`config.mk`:
```
export PLATFORM = sky130hd
export DESIGN_NAME = spi_modefault_ctrl
export DESIGN_NICKNAME = d
export VERILOG_FILES = /design/src/rtl/spi_mf_pkg.sv /design/src/rtl/spi_mf_sync.sv /design/src/rtl/spi_mf_clkgen.sv /design/src/rtl/spi_mf_shifter.sv /design/src/rtl/spi_modefault_ctrl.sv
export SDC_FILE = /design/constraint.sdc
export NUM_CORES = 1
export LEC_CHECK = 0
export ABC_AREA = 1
export BUFFER_PORTS_ARGS = -buffer_cell sky130_fd_sc_hd__buf_2
export CAP_MARGIN = 20
export CORE_UTILIZATION = 33
export CTS_CLUSTER_DIAMETER = 30
export CTS_CLUSTER_SIZE = 40
export DETAILED_ROUTE_END_ITERATION = 10
export GPL_ROUTABILITY_DRIVEN = 0
export SYNTH_ARGS = -nofsm -noshare
export SYNTH_HDL_FRONTEND = slang
export SYNTH_HIERARCHICAL = 1
export SYNTH_SLANG_ARGS = --single-unit
```
`constraint.sdc`:
```
create_clock -name clk -period 3.5 [get_ports clk]
set_clock_uncertainty 0.05 [all_clocks]
set_input_delay 0.175 -clock clk [delete_from_list [all_inputs] [get_ports clk]]
set_output_delay 0.175 -clock clk [all_outputs]
set_load 0.01 [all_outputs]
```
`src/rtl/spi_mf_pkg.sv`:
```
package spi_mf_pkg;
  localparam int HALF_MAX = 64;

  typedef enum logic [1:0] {
    A_CTRL = 2'd0,
    A_STAT = 2'd1,
    A_DATA = 2'd2
  } reg_addr_e;

  typedef struct packed {
    logic       rsv;
    logic       miso_en;
    logic       ss_out;
    logic       irq_en;
    logic [1:0] div;
    logic       master;
    logic       en;
  } ctrl_t;

  localparam int STAT_FLAG_BIT = 7;
  localparam int STAT_BUSY_BIT = 0;

  function automatic int half_cycles(input logic [1:0] sel);
    case (sel)
      2'd0:    return 2;
      2'd1:    return 8;
      2'd2:    return 32;
      default: return HALF_MAX;
    endcase
  endfunction
endpackage

```
`src/rtl/spi_mf_sync.sv`:
```
module spi_mf_sync #(
  parameter int          W        = 3,
  parameter int          STAGES   = 2,
  parameter logic [W-1:0] RST_VAL = '0
) (
  input  logic         clk,
  input  logic         rst,
  input  logic [W-1:0] d,
  output logic [W-1:0] q
);
  logic [W-1:0] stage [STAGES];

  always_ff @(posedge clk) begin
    if (rst) stage[0] <= RST_VAL;
    else     stage[0] <= d;
  end

  for (genvar i = 1; i < STAGES; i++) begin : g_stage
    always_ff @(posedge clk) begin
      if (rst) stage[i] <= RST_VAL;
      else     stage[i] <= stage[i-1];
    end
  end

  assign q = stage[STAGES-1];
endmodule

```
`src/rtl/spi_mf_clkgen.sv`:
```
module spi_mf_clkgen
  import spi_mf_pkg::*;
(
  input  logic       clk,
  input  logic       rst,
  input  logic       run,
  input  logic [1:0] sel,
  output logic       sck,
  output logic       rise,
  output logic       fall
);
  localparam int HW = $clog2(HALF_MAX);

  logic [HW-1:0] cnt;
  logic          tick;

  assign tick = run && (cnt == HW'(half_cycles(sel) - 1));
  assign rise = tick && !sck;
  assign fall = tick && sck;

  always_ff @(posedge clk) begin
    if (rst || !run) begin
      cnt <= '0;
      sck <= 1'b0;
    end else if (tick) begin
      cnt <= '0;
      sck <= ~sck;
    end else begin
      cnt <= cnt + 1'b1;
    end
  end
endmodule

```
`src/rtl/spi_mf_shifter.sv`:
```
module spi_mf_shifter #(
  parameter int W  = 8,
  parameter int CW = $clog2(W)
) (
  input  logic          clk,
  input  logic          rst,
  input  logic          clear,
  input  logic          load,
  input  logic [W-1:0]  load_val,
  input  logic          sample,
  input  logic          shift,
  input  logic          din,
  output logic          msb,
  output logic          last,
  output logic [W-1:0]  rx,
  output logic [CW-1:0] cnt
);
  logic [W-1:0] sh;
  logic         cap;

  assign msb  = sh[W-1];
  assign last = shift && !clear && !load && (cnt == CW'(W-1));

  always_ff @(posedge clk) begin
    if (rst) begin
      sh  <= '0;
      cap <= 1'b0;
      cnt <= '0;
      rx  <= '0;
    end else if (clear || load) begin
      sh  <= load_val;
      cnt <= '0;
    end else begin
      if (sample) cap <= din;
      if (shift) begin
        if (last) begin
          rx  <= {sh[W-2:0], cap};
          sh  <= load_val;
          cnt <= '0;
        end else begin
          sh  <= {sh[W-2:0], cap};
          cnt <= cnt + 1'b1;
        end
      end
    end
  end
endmodule

```
`src/rtl/spi_modefault_ctrl.sv`:
```
module spi_modefault_ctrl
  import spi_mf_pkg::*;
#(
  parameter int DW          = 8,
  parameter int SYNC_STAGES = 2
) (
  input  logic          clk,
  input  logic          rst,
  input  logic          reg_wr,
  input  logic          reg_rd,
  input  logic [1:0]    reg_addr,
  input  logic [DW-1:0] reg_wdata,
  output logic [DW-1:0] reg_rdata,
  input  logic          irq_ack,
  input  logic          glb_irq_en,
  output logic          irq,
  output logic          sck_out,
  output logic          sck_oe,
  input  logic          sck_in,
  output logic          mosi_out,
  output logic          mosi_oe,
  input  logic          mosi_in,
  output logic          miso_out,
  output logic          miso_oe,
  input  logic          miso_in,
  input  logic          ss_in
);
  localparam int CW = $clog2(DW);
  localparam int CTRL_W = $bits(ctrl_t);

  ctrl_t          ctrl_q, ctrl_d;
  logic           ss_s, sck_s, mosi_s, sck_d;
  logic           busy, flag_q, armed;
  logic [DW-1:0]  tx_buf;
  logic           wr_ctrl, wr_data, rd_stat, rd_data, data_acc;
  logic           fault, start, slv_act, slv_rise, slv_fall;
  logic           m_rise, m_fall, sck_gen;
  logic           samp, shft, din, sh_clear;
  logic           sh_msb, last;
  logic [DW-1:0]  rx_word, load_val;
  logic [CW-1:0]  bit_cnt;

  // select, slave clock and slave data cross into the system clock
  spi_mf_sync #(.W(3), .STAGES(SYNC_STAGES), .RST_VAL(3'b100)) u_sync (
    .clk (clk),
    .rst (rst),
    .d   ({ss_in, sck_in, mosi_in}),
    .q   ({ss_s, sck_s, mosi_s})
  );

  always_ff @(posedge clk) begin
    if (rst) sck_d <= 1'b0;
    else     sck_d <= sck_s;
  end

  assign wr_ctrl  = reg_wr && (reg_addr == A_CTRL);
  assign wr_data  = reg_wr && (reg_addr == A_DATA);
  assign rd_stat  = reg_rd && (reg_addr == A_STAT);
  assign rd_data  = reg_rd && (reg_addr == A_DATA);
  assign data_acc = wr_data || rd_data;

  // another master pulls select low while select is an input
  assign fault = ctrl_q.en && ctrl_q.master && !ctrl_q.ss_out && !ss_s;

  always_comb begin
    ctrl_d = ctrl_q;
    if (wr_ctrl) ctrl_d = ctrl_t'(reg_wdata[CTRL_W-1:0]);
    if (fault)   ctrl_d.master = 1'b0;
  end

  always_ff @(posedge clk) begin
    if (rst) ctrl_q <= '0;
    else     ctrl_q <= ctrl_d;
  end

  assign start    = wr_data && ctrl_q.en && ctrl_q.master && !busy && !fault;
  assign slv_act  = ctrl_q.en && !ctrl_q.master && !ss_s;
  assign slv_rise = slv_act && sck_s && !sck_d;
  assign slv_fall = slv_act && !sck_s && sck_d;

  spi_mf_clkgen u_clkgen (
    .clk  (clk),
    .rst  (rst),
    .run  (busy),
    .sel  (ctrl_q.div),
    .sck  (sck_gen),
    .rise (m_rise),
    .fall (m_fall)
  );

  assign samp     = busy ? m_rise  : slv_rise;
  assign shft     = busy ? m_fall  : slv_fall;
  assign din      = busy ? miso_in : mosi_s;
  assign sh_clear = !ctrl_q.en || fault || (!ctrl_q.master && ss_s);
  assign load_val = wr_data ? reg_wdata : tx_buf;

  spi_mf_shifter #(.W(DW), .CW(CW)) u_shift (
    .clk      (clk),
    .rst      (rst),
    .clear    (sh_clear),
    .load     (start),
    .load_val (load_val),
    .sample   (samp),
    .shift    (shft),
    .din      (din),
    .msb      (sh_msb),
    .last     (last),
    .rx       (rx_word),
    .cnt      (bit_cnt)
  );

  always_ff @(posedge clk) begin
    if (rst)                            busy <= 1'b0;
    else if (!ctrl_d.en || !ctrl_d.master) busy <= 1'b0;
    else if (start)                     busy <= 1'b1;
    else if (busy && last)              busy <= 1'b0;
  end

  always_ff @(posedge clk) begin
    if (rst)          tx_buf <= '0;
    else if (wr_data) tx_buf <= reg_wdata;
  end

  // completion flag: set wins over any clear in the same cycle
  always_ff @(posedge clk) begin
    if (rst) begin
      flag_q <= 1'b0;
      armed  <= 1'b0;
    end else begin
      if (last || fault)                     flag_q <= 1'b1;
      else if (irq_ack || (armed && data_acc)) flag_q <= 1'b0;

      if (irq_ack || data_acc)   armed <= 1'b0;
      else if (rd_stat && flag_q) armed <= 1'b1;
    end
  end

  always_ff @(posedge clk) begin
    if (rst) begin
      reg_rdata <= '0;
    end else if (reg_rd) begin
      case (reg_addr)
        A_CTRL:  reg_rdata <= DW'(ctrl_q);
        A_STAT: begin
          reg_rdata                <= '0;
          reg_rdata[STAT_FLAG_BIT] <= flag_q;
          reg_rdata[STAT_BUSY_BIT] <= busy;
        end
        A_DATA:  reg_rdata <= rx_word;
        default: reg_rdata <= '0;
      endcase
    end
  end

  always_ff @(posedge clk) begin
    if (rst) begin
      sck_oe  <= 1'b0;
      mosi_oe <= 1'b0;
      miso_oe <= 1'b0;
      irq     <= 1'b0;
    end else begin
      sck_oe  <= ctrl_d.en && ctrl_d.master;
      mosi_oe <= ctrl_d.en && ctrl_d.master;
      miso_oe <= ctrl_d.en && !ctrl_d.master && ctrl_d.miso_en && !ss_s;
      irq     <= flag_q && ctrl_q.irq_en && glb_irq_en;
    end
  end

  assign sck_out  = sck_gen;
  assign mosi_out = sh_msb;
  assign miso_out = sh_msb;
endmodule

```
# Yosys cells after proc, flatten, opt, wreduce, memory -nomap -nowiden
# Memories as Yosys holds them, arrays and structs flattened.
# Cells that the tools add are included.
[word_totals]
regBits = 58
latch_bits = 0
ram_bits = 6
mem_bits_ro = 0
input_bits = 20
out_inout_bits = 15
wordCells = 123
memories = 1
[mem_list]
columns = ["memory", "depth", "width", "rd", "rd_clocked_by_memory_dff", "write_ports", "line", "text"]
rows = [
  ["u_sync.stage", 2, 3, 2, 0, 2, "spi_mf_sync.sv:11", "logic [W-1:0] stage [STAGES];"],
]
[op_classes]
n_addsub = 3
mul = 0
div = 0
n_lt_le_gt_ge = 0
n_eq_ne = 6
shift = 0
mux = 21
n_bitwise = 4
n_reduce_logical = 66
[op_table]
columns = ["cell", "n"]
rows = [
  ["1-bit logical AND", 33],
  ["8-bit 2-to-1 mux", 4],
  ["8-bit one-hot mux with 3 select lines", 1],
  ["6-bit one-hot mux with 3 select lines", 1],
  ["1-bit logical NOT", 13],
  ["1-bit 2-to-1 mux", 11],
  ["1-bit logical OR", 9],
  ["3-bit 2-to-1 mux", 3],
  ["2-bit OR reduction", 4],
  ["7-bit 2-to-1 mux", 1],
  ["6-bit by 1-bit adder with 6-bit output (second input constant)", 1],
  ["6-bit == test", 1],
  ["2-bit nonzero test", 3],
  ["6-bit by 1-bit subtractor with 6-bit output (second input constant)", 1],
  ["2-bit by 1-bit == test with 1-bit output (second input constant)", 2],
  ["2-bit == test (second input constant)", 2],
  ["2-bit logical NOT", 2],
  ["3-bit by 1-bit adder with 3-bit output (second input constant)", 1],
  ["3-bit == test (second input constant)", 1],
  ["3-bit AND reduction", 1],
  ["1-bit NOT", 2],
  ["1-bit bitwise OR", 2],
  ["2-bit AND reduction", 1],
]

# Depth between registers and ports, before layout
# Gate-level depths: netlist of the first run.
[depth]
word_depth = 13
ltp_mapped = 17
depth_no_buf = 17

# Hierarchy
# Netlist of the first run, hierarchy kept.
[by_module_without_submodules]
columns = ["mod", "instances", "cells_each", "area_per_inst_um2", "seq_area_each_um2"]
rows = [
  ["spi_modefault_ctrl", 1, 205, 1468.9, 620.6],
  ["spi_mf_shifter", 1, 123, 935.9, 400.4],
  ["spi_mf_clkgen", 1, 59, 397.9, 140.1],
  ["spi_mf_sync", 1, 19, 168.9, 120.1],
]

# Least setup slack after synthesis of the first run
# OpenSTA, ideal clock, no wires.
[synth_path]
path_kind = "register -> register"
start = "reg ctrl_q[0] (netlist name)"
end = "reg busy"
setup_ps = 114
arrival_time_ps = 1835
required_ps = 3336
slack_ps = 1501
stages_incl_launch_ff = 12
n_path_buf = 0
synth_period_minus_slack_ps = 1999
path_cell_list = "dfxtp_1 -> inv_1 -> nor3_1 -> nand3_1 -> o21ai_0 -> nand2_4 -> inv_2 -> nand2_2 -> clkinv_2 -> nor2_1 -> nor2_1 -> nor2_2"
[synth_via]
elab_cells_between_ends = 30
classes_between = "mux: 4; reduce/logical: 26"
[synth_lines]
columns = ["item", "line", "text"]
rows = [
  ["start: declaration", "spi_modefault_ctrl.sv:31", "ctrl_t ctrl_q, ctrl_d;"],
  ["start signal: assignment", "spi_modefault_ctrl.sv:73", "else ctrl_q <= ctrl_d;"],
  ["1-bit logical AND (2 in series)", "spi_modefault_ctrl.sv:77", "assign slv_act = ctrl_q.en && !ctrl_q.master && !ss_s;"],
  ["1-bit logical AND (2 in series)", "spi_modefault_ctrl.sv:79", "assign slv_fall = slv_act && !sck_s && sck_d;"],
  ["1-bit 2-to-1 mux", "spi_modefault_ctrl.sv:92", "assign shft = busy ? m_fall : slv_fall;"],
  ["net shft", "spi_modefault_ctrl.sv:38", "logic samp, shft, din, sh_clear;"],
  ["1-bit logical AND (3 in series)", "spi_mf_shifter.sv:22", "assign last = shift && !clear && !load && (cnt == CW'(W-1));"],
  ["net last", "spi_modefault_ctrl.sv:39", "logic sh_msb, last;"],
  ["1-bit logical AND", "spi_modefault_ctrl.sv:116", "else if (busy && last) busy <= 1'b0;"],
  ["2-bit nonzero test (no source line)", "n/a", ""],
  ["end signal: assignment", "spi_modefault_ctrl.sv:114", "else if (!ctrl_d.en || !ctrl_d.master) busy <= 1'b0;"],
  ["end signal: assignment", "spi_modefault_ctrl.sv:115", "else if (start) busy <= 1'b1;"],
  ["end signal: assignment", "spi_modefault_ctrl.sv:116", ""],
  ["end: declaration", "spi_modefault_ctrl.sv:33", "logic busy, flag_q, armed;"],
]
# The timed path passes the listed nets, and every way through them passes these cells.
# A chain may end at the register's enable or synchronous reset.

# Worst setup path in the final report of the first run
# Ends and elaborated chain as after synthesis.

==> results of run 1 <==
==> flip-flops by register name, summed over array words and instances (netlist names) <==
name,flops
armed,1
u_shift/rx,8
u_clkgen/sck,1
u_shift/cap,1
sck_d,1
u_clkgen/cnt,6
ctrl_q,8
u_shift/sh,8
u_sync/stage,6
mosi_oe,1
u_shift/cnt,3
busy,1
reg_rdata,8
flag_q,1
tx_buf,8
miso_oe,1
irq,1
==> cell usage in the layout (no fill, tap or decap), types with 3 or more instances in the layout <==
cell type	synthesis	layout
sky130_fd_sc_hd__nor2_2	7	7
sky130_fd_sc_hd__ha_1	3	3
sky130_fd_sc_hd__inv_2	5	5
sky130_fd_sc_hd__nand2_4	3	3
sky130_fd_sc_hd__nand2_2	6	6
sky130_fd_sc_hd__o21ai_2	9	9
sky130_fd_sc_hd__o211ai_1	3	3
sky130_fd_sc_hd__nor2_4	3	3
sky130_fd_sc_hd__inv_1	49	49
sky130_fd_sc_hd__a21boi_0	6	6
sky130_fd_sc_hd__dfxtp_1	64	64
sky130_fd_sc_hd__clkbuf_8	0	11
sky130_fd_sc_hd__o21ai_1	8	8
sky130_fd_sc_hd__o21ai_0	13	13
sky130_fd_sc_hd__buf_2	3	34
sky130_fd_sc_hd__nor2_1	75	75
sky130_fd_sc_hd__a31oi_1	7	7
sky130_fd_sc_hd__nand3_1	32	32
sky130_fd_sc_hd__xor2_1	3	3
sky130_fd_sc_hd__a21oi_1	10	10
sky130_fd_sc_hd__nand2_1	70	70
sky130_fd_sc_hd__dlygate4sd3_1	0	3
==> where the power goes <==
| part | internal (mW) | switching [mW] |
|---|---|---|
| Sequential | 0.748 | 0.0132 |
| Combinational | 0.0439 | 0.0766 |
| Clock | 0.435 | 0.275 |
==> logic make-up (layout without fill, tap and decap cells) <==
group,after synthesis,in the layout
compound gates,60,60
flops,64,64
xor+xnor,5,5
simple gates,203,203
buf+inv,71,109
fa+ha+maj,3,3
==> per-stage QoR <==
step | instance area [sq um] | utilization [%]
after detailed placement | 3179 | 36.46
after global routing | 3430 | 39.33
after CTS | 3430 | 39.33
after floorplan | 2972 | -
final | 3430 | 39.33
after global placement | 3179 | 36.46
==> layer usage <==
metal  track usage (%)  vias to the layer above
li1                  -                     1342
met3             4.046                       18
met1             18.44                     1136
met5                 0                        -
met2             23.24                       50
met4             6.774                        0
==> tightest hold or removal path, stage by stage <==
cell                      delay [ns]
sky130_fd_sc_hd__buf_2          0.10
sky130_fd_sc_hd__nand3_1        0.07
sky130_fd_sc_hd__nor2_1         0.03
==> path summary, 6_finish.rpt <==
check                                 from                            end  slack (ns)  cells past startpoint
max reg2reg           ctrl_q[0]$_SDFF_PP0_              busy$_SDFFE_PP0P_        0.90                     11
min reg2reg  u_sync/stage[0][1]$_SDFF_PP0_  u_sync/stage[1][1]$_SDFF_PP0_        0.35                      2
max                   ctrl_q[0]$_SDFF_PP0_              busy$_SDFFE_PP0P_        0.90                     11
min                             glb_irq_en                 irq$_SDFF_PP0_        0.01                      3
==> cell type report <==
class                      count  share of cell area [%]
tap                          108                   3.940
inverter                      56                   6.166
multi-input combinational    271                   40.06
clock inverter                 3                   1.897
clock buffer                  12                   4.524
timing repair buffer          38                   6.056
sequential                    64                   37.36
==> repair_timing <==
action / 4_1_cts / 5_1_grt
hold buffers: 3 / 0
hold endpoints to repair: 3 / 0
resized for setup: 0 / 0
==> PnR_summary.wiki, run 1 <==
{| class="wikitable"
! Metric !! Value
|-
| Vias per cell || 4.612
|-
| Worst-case hold slack || 0.01450 ns
|-
| Share of final-layout standard cells stronger than drive strength 1 || 20.05%
|-
| Mux share of post-synthesis cell area || 0%
|-
| Clk buf depth || 2
|-
| Total I/O pin count || 35
|-
| Part of the cycle the worst path needs || 74.30%
|-
| Highest ir drop seen on vdd || 217.3 uV
|-
| Core Box Area || 8721 sq um
|-
| Max-cap violation count || 0
|-
| Number of buffers added for setup after CTS || 0
|-
| Met2 routed WL || 2974 um
|-
| Setup repair after global routing missed its margin || no
|-
| Setup total negative slack || 0 ns
|-
| Post-Syn Area per Cell || 7.319 sq um
|-
| Max transition margin || 40.52%
|-
| Hold Crit Class || input port to flop
|-
| Critical path class || flop to flop
|-
| Amount of wire on met3 after detailed routing || 312 um
|-
| Layout Nets || 463
|-
| Routed wire length || 6566 um
|-
| Combinational family with the most area after synthesis || simple AND/OR/NAND/NOR gates
|-
| Worst skew pair latency || 0.34 ns
|-
| Post-synth EDFFs || 0
|-
| Half-perimeter wire length of the detailed placement result || 4855 um
|-
| Largest stage delay, worst path || 0.70 ns
|-
| Avg WL per Cell || 11.89 um
|-
| Wire length of the first global-routing pass || 10810 um
|-
| Crit Path Max Fanout || 17
|-
| Initial Utilization || 34.07%
|-
| Post-Synthesis Cells || 406
|-
| Total placed cells including tap cells || 534
|-
| Worst path bufs/invs || 3
|-
| Total vias in the final route || 2546
|-
| Synth Area in Simple Gates || 30.53%
|-
| Cell taking the most area after synthesis || sky130_fd_sc_hd__dfxtp_1
|-
| PwrDens || 464.2 nW/um^2
|-
| Leakage power || 1.545 nW
|-
| Netlist area before placement || 2972 sq um
|-
| Number of buffers added by the clock tree synthesis step || 9
|-
| Cell type of the slowest stage on the worst timing path || sky130_fd_sc_hd__o21ai_0
|-
| Critical path's most frequent cell || sky130_fd_sc_hd__nor2_1
|-
| Met1 Wirelength || 3130 um
|-
| Die boundary height || 96.90 um
|-
| Synth Area in XOR/XNOR || 1.474%
|-
| Cell types with the largest area share after synthesis || sky130_fd_sc_hd__dfxtp_1 (43%), sky130_fd_sc_hd__nor2_1 (9.5%), sky130_fd_sc_hd__nand2_1 (8.8%), sky130_fd_sc_hd__inv_1 (6.2%), sky130_fd_sc_hd__nand3_1 (5.4%)
|-
| Share of synthesized area occupied by flip-flops and latches || 43.12%
|-
| Most repeated cell in the gate-level netlist after synthesis || sky130_fd_sc_hd__nor2_1
|-
| Actual transition at the worst max-transition pin || 0.8829 ns
|-
| Total clock sinks || 64
|-
| Arrival time of data at the critical path endpoint || 2.79 ns
|-
| Setup slack at placement || 0.9146 ns
|-
| Number of antenna violations at the first check in global routing || 0
|-
| Share of synthesized cell area in full adder, half adder and majority cells || 1.263%
|-
| Cell Count, Final, Fillers Out || 552
|-
| Syn Nets || 429
|-
| GRT Util Overall || 14.66%
|-
| Final min period || 2.601 ns
|-
| Number of cell rows || 34
|-
| Die Footprint || 9389 sq um
|-
| Multi-input gate area in the final layout || 1374 sq um
|-
| Area fraction in compound gates after synthesis || 12.97%
|-
| Combined flip-flop and latch cell area || 1281 sq um
|-
| Upper clock frequency limit || 0.3845 GHz
|-
| Die width || 96.90 um
|-
| Area growth from synthesis to final layout || 15.41%
|-
| CTS Root Buffer Type || sky130_fd_sc_hd__clkbuf_8
|-
| H-tree depth reported by CTS || 3
|-
| Top cell types by occurrence after synthesis || sky130_fd_sc_hd__nor2_1 (75), sky130_fd_sc_hd__nand2_1 (70), sky130_fd_sc_hd__dfxtp_1 (64)
|-
| Power consumption || 1.592 mW
|-
| Post-layout worst setup margin || 0.8993 ns
|-
| Highest metal layer with signal wires || met4
|-
| Final global-route overflow total || 0
|-
| Final Hold Violating Endpoints || 0
|-
| Top cell type's share of synthesized area || 43.12%
|-
| Count of TritonRoute iterations in the first routing pass || 4
|-
| Largest delay contributor family on the critical path || simple AND/OR/NAND/NOR gates
|-
| Warnings, synthesis || 6
|-
| Clock Pin Slew Worst Setup and Hold Paths || 0.07 ns
|-
| Number of buffer cells added on primary ports || 34
|-
| Final Max Tran Viols || 0
|-
| Count of fill cells added during filler insertion || 920
|-
| DRT iter0 DRCs || 97
|-
| Required @ worst endpoint || 3.69 ns
|-
| N_diodes || 0
|-
| Ordered cell list for the critical path || inv_1 > nor3_1 > nand3_1 > o21ai_0 > nand2_4 > inv_2 > nand2_2 > clkinv_2 > nor2_1 > nor2_1 > nor2_2
|-
| Number of storage elements in the synthesis netlist || 64
|-
| TritonCTS clock tree || built
|-
| Number of global-route vias before repair || 2311
|-
| Post-synth cell types || 34
|-
| Antenna violation net count after detailed routing || 0
|-
| Share of async-settable or async-resettable flops after synthesis || 0%
|-
| Element type at the critical path end || flop
|-
| Final setup violating endpoints || 0
|-
| Outcome || completed
|-
| Primary flip-flop cell chosen by synthesis mapping || sky130_fd_sc_hd__dfxtp_1
|-
| Remaining DRCs || 0
|-
| Startpoint Class || flop
|-
| Pin count of the biggest net entering global routing || 23
|}
(Power assumes the default switching activity.)
==> run 2, diff against run 1 <==
--- a/config.mk
+++ b/config.mk
@@ -5,7 +5,7 @@
 export SDC_FILE = /design/constraint.sdc
 export NUM_CORES = 1
 export LEC_CHECK = 0
-export ABC_AREA = 1
+export ABC_AREA = 0
 export BUFFER_PORTS_ARGS = -buffer_cell sky130_fd_sc_hd__buf_2
 export CAP_MARGIN = 20
 export CORE_UTILIZATION = 33
==> constraint.sdc (replaced) <==
create_clock -name clk -period 2.18 [get_ports clk]
set_clock_uncertainty 0.05 [all_clocks]
set_input_delay 0.109 -clock clk [delete_from_list [all_inputs] [get_ports clk]]
set_output_delay 0.109 -clock clk [all_outputs]
set_load 0.01 [all_outputs]
==> PnR_summary.wiki, run 2 <==
{| class="wikitable"
! Metric !! Value
|-
| Wire length of the first global-routing pass || 10980 um
|-
| H-tree depth reported by CTS || 3
|-
| Worst min-delay path endpoint || reg_rdata[0]$_SDFFE_PP0P_
|-
| Top cell types by occurrence after synthesis || sky130_fd_sc_hd__dfxtp_1 (64), sky130_fd_sc_hd__nor2_1 (36), sky130_fd_sc_hd__nand2_1 (19)
|-
| Worst reg2reg path depth || 7
|-
| Count of TritonRoute iterations in the first routing pass || 4
|-
| Share of synthesized cell area in full adder, half adder and majority cells || 1.312%
|-
| Share of async-settable or async-resettable flops after synthesis || 0%
|-
| Share of final-layout standard cells stronger than drive strength 1 || 28.99%
|-
| Syn Nets || 315
|-
| Final Max Tran Viols || 0
|-
| Setup repair after global routing missed its margin || no
|-
| Share of synthesized area occupied by flip-flops and latches || 44.79%
|-
| Total I/O pin count || 35
|-
| Highest ir drop seen on vdd || 203.4 uV
|-
| Initial Utilization || 34.46%
|-
| Remaining DRCs || 0
|-
| R2r setup slk || 0.17 ns
|-
| Die boundary height || 95.10 um
|-
| Warnings, synthesis || 6
|-
| Startpoint Class || flop
|-
| Outcome || completed
|-
| Setup total negative slack || 0 ns
|-
| Routed wire length || 6475 um
|-
| Hold Crit Class || input port to flop
|-
| DRT iter0 DRCs || 80
|-
| N_diodes || 0
|-
| Worst skew pair latency || 0.34 ns
|-
| Vias per cell || 4.971
|-
| Final setup violating endpoints || 0
|-
| Mux share of post-synthesis cell area || 9.886%
|-
| Startpoint of the most critical hold path || reg_rd
|-
| Number of global-route vias before repair || 2276
|-
| Area fraction in compound gates after synthesis || 14.79%
|-
| Max transition margin || 63.41%
|-
| Number of buffer cells added on primary ports || 34
|-
| Max-cap violation count || 0
|-
| Final min period || 2.012 ns
|-
| Netlist area before placement || 2860 sq um
|-
| Core Box Area || 8299 sq um
|-
| Final Hold Violating Endpoints || 0
|-
| Cell types with the largest area share after synthesis || sky130_fd_sc_hd__dfxtp_1 (45%), sky130_fd_sc_hd__mux2_2 (7.1%), sky130_fd_sc_hd__nor2_1 (4.7%), sky130_fd_sc_hd__nor2b_1 (3.7%), sky130_fd_sc_hd__a2111oi_2 (3.1%)
|-
| Number of antenna violations at the first check in global routing || 0
|-
| Leakage power || 1.346 nW
|-
| Number of buffers added by the clock tree synthesis step || 9
|-
| Setup slack at placement || 0.03811 ns
|-
| Top cell type's share of synthesized area || 44.79%
|-
| Number of storage elements in the synthesis netlist || 64
|-
| Required @ worst endpoint || 2.33 ns
|-
| Clock Pin Slew Worst Setup and Hold Paths || 0.07 ns
|-
| Largest stage delay, worst path || 0.45 ns
|-
| Hold path cells || 3
|-
| Critical R2R Capture || u_shift/sh[3]$_SDFFE_PP0P_
|-
| Combinational family with the most area after synthesis || simple AND/OR/NAND/NOR gates
|-
| Post-synth EDFFs || 0
|-
| Ordered cell list for the critical path || xor2_1 > a2bb2oi_2 > nor3b_2 > a32o_2 > or3_4 > nor2_1 > a2111oi_2
|-
| Post-Synthesis Cells || 292
|-
| Element type at the critical path end || flop
|-
| Leading cell type in the layout, fill and taps excluded || sky130_fd_sc_hd__dfxtp_1
|-
| CTS Root Buffer Type || sky130_fd_sc_hd__clkbuf_8
|-
| Reg-to-Reg Start || ctrl_q[2]$_SDFFE_PP0N_
|-
| Total clock sinks || 64
|-
| Pin count of the biggest net entering global routing || 27
|-
| Number of cell rows || 33
|-
| Post-layout worst setup margin || 0.1684 ns
|-
| Most frequent cells in the layout || sky130_fd_sc_hd__dfxtp_1 (64), sky130_fd_sc_hd__nor2_1 (36), sky130_fd_sc_hd__buf_2 (34), sky130_fd_sc_hd__nand2_1 (19), sky130_fd_sc_hd__mux2_2 (18)
|-
| Number of buffers added for setup after CTS || 0
|-
| Antenna violation net count after detailed routing || 0
|-
| GRT Util Overall || 16.06%
|-
| Most repeated cell in the gate-level netlist after synthesis || sky130_fd_sc_hd__dfxtp_1
|-
| Avg WL per Cell || 14.39 um
|-
| Post-Syn Area per Cell || 9.795 sq um
|-
| Half-perimeter wire length of the detailed placement result || 4583 um
|-
| Primary flip-flop cell chosen by synthesis mapping || sky130_fd_sc_hd__dfxtp_1
|-
| Upper clock frequency limit || 0.4971 GHz
|-
| TritonCTS clock tree || built
|-
| Total vias in the final route || 2237
|-
| Arrival time of data at the critical path endpoint || 2.16 ns
|-
| Part of the cycle the worst path needs || 92.28%
|-
| Die Footprint || 9044 sq um
|-
| Synth Area in XOR/XNOR || 1.531%
|-
| PwrDens || 653.8 nW/um^2
|-
| Cell taking the most area after synthesis || sky130_fd_sc_hd__dfxtp_1
|-
| Synth Area in Simple Gates || 22.44%
|-
| Actual transition at the worst max-transition pin || 0.5488 ns
|-
| Cell type of the slowest stage on the worst timing path || sky130_fd_sc_hd__or3_4
|-
| Post-synth cell types || 55
|-
| Crit Path Max Fanout || 6
|-
| Clk buf depth || 2
|-
| Critical path class || flop to flop
|-
| Area growth from synthesis to final layout || 19.82%
|-
| Final global-route overflow total || 0
|-
| Die width || 95.10 um
|-
| Layout Nets || 366
|}
-- run 2: changes by cell type after synthesis, sizes merged, moves of 7 or more --
cell	delta
nor2b	+17
nor2	-49
nand3	-30
nand2	-60
a21boi	-8
mux2	+18
o21ai	-29
a2111oi	+7
inv	-44
mux2i	+8
or2b	+7
-- run 2: worst max path at each step --
stage | startpoint | to | slack, ns | cells after the start
2_1_floorplan | ctrl_q[2]$_SDFFE_PP0N_ | u_shift/sh[7]$_SDFFE_PP0P_ | 0.21 | 8
3_3_place_gp | u_clkgen/cnt[2]$_SDFF_PP0_ | u_shift/sh[6]$_SDFFE_PP0P_ | 0.09 | 8
3_5_place_dp | u_clkgen/cnt[3]$_SDFF_PP0_ | u_shift/sh[6]$_SDFFE_PP0P_ | 0.04 | 8
4_1_cts | u_clkgen/cnt[3]$_SDFF_PP0_ | u_shift/sh[6]$_SDFFE_PP0P_ | 0.02 | 8
5_1_grt | u_clkgen/cnt[3]$_SDFF_PP0_ | u_shift/sh[6]$_SDFFE_PP0P_ | 0.02 | 8
6_report | ctrl_q[2]$_SDFFE_PP0N_ | u_shift/sh[3]$_SDFFE_PP0P_ | 0.17 | 7
-- run 2: final cells by class --
cell class                 count  area [sq um]
sequential                    64          1281
clock buffer                  12         155.1
tap                          105         131.4
fill                         819          4872
inverter                      10         37.54
multi-input combinational    201          1448
timing repair buffer          56         361.6
clock inverter                 1         5.005
timing repair inverter         1         7.507
-- run 2: repair_timing --
action                     CTS  global route
gates resized for setup      0             7
hold endpoints to repair     9             0
hold buffers                 9             0
setup endpoints to repair    0            20
-- run 2: cell families (layout without fill, tap and decap cells) --
family | after synthesis | after routing
AND/OR/NAND/NOR | 117 | 117
flip-flops | 64 | 64
AO/OA/AOI/OAI | 50 | 50
buffers and inverters | 27 | 80
multiplexers | 26 | 26
XOR/XNOR | 5 | 5
adder cells (fa/ha/maj) | 3 | 3
-- run 2: through the flow --
stage | instance area [sq um] | util [%] | instances | total power, mW | hold slack [ns]
after detailed placement | 3147 | 37.92 | 427 | 1.384 | 0.2497
after floorplan | 2860 | - | 292 | 1.328 | 0.1306
after global routing | 3427 | 41.29 | 450 | 2.344 | 0.09291
after global placement | 3147 | 37.92 | 427 | 1.381 | 0.2455
after CTS | 3397 | 40.93 | 449 | 2.271 | 0.03236
final | 3427 | 41.29 | 450 | 2.241 | 0.05131
-- run 2: power by group --
| group | internal, mW | switching (mW) | leakage (nW) |
|---|---|---|---|
| Clock | 0.454 | 0.416 | 0.0842 |
| Combinational | 0.0780 | 0.0828 | 0.742 |
| Sequential | 1.19 | 0.0154 | 0.519 |
-- run 2: routing by layer --
metal / vias to the layer above / share of wire [%] / track usage [%]
li1: 1124 / - / -
met1: 1068 / 49 / 20.32
met2: 35 / 45 / 25.60
met3: 10 / 3.7 / 4.466
met4: 0 / 1.4 / 6.566
met5: - / 0 / 0
-- run 2: worst max-delay path, delay by kind of cell, from the launching register on --
kind	cells	cell delay, ns
AND/OR/NAND/NOR	3	0.66
AO/OA/AOI/OAI	3	0.54
flip-flops	1	0.43
XOR/XNOR	1	0.19
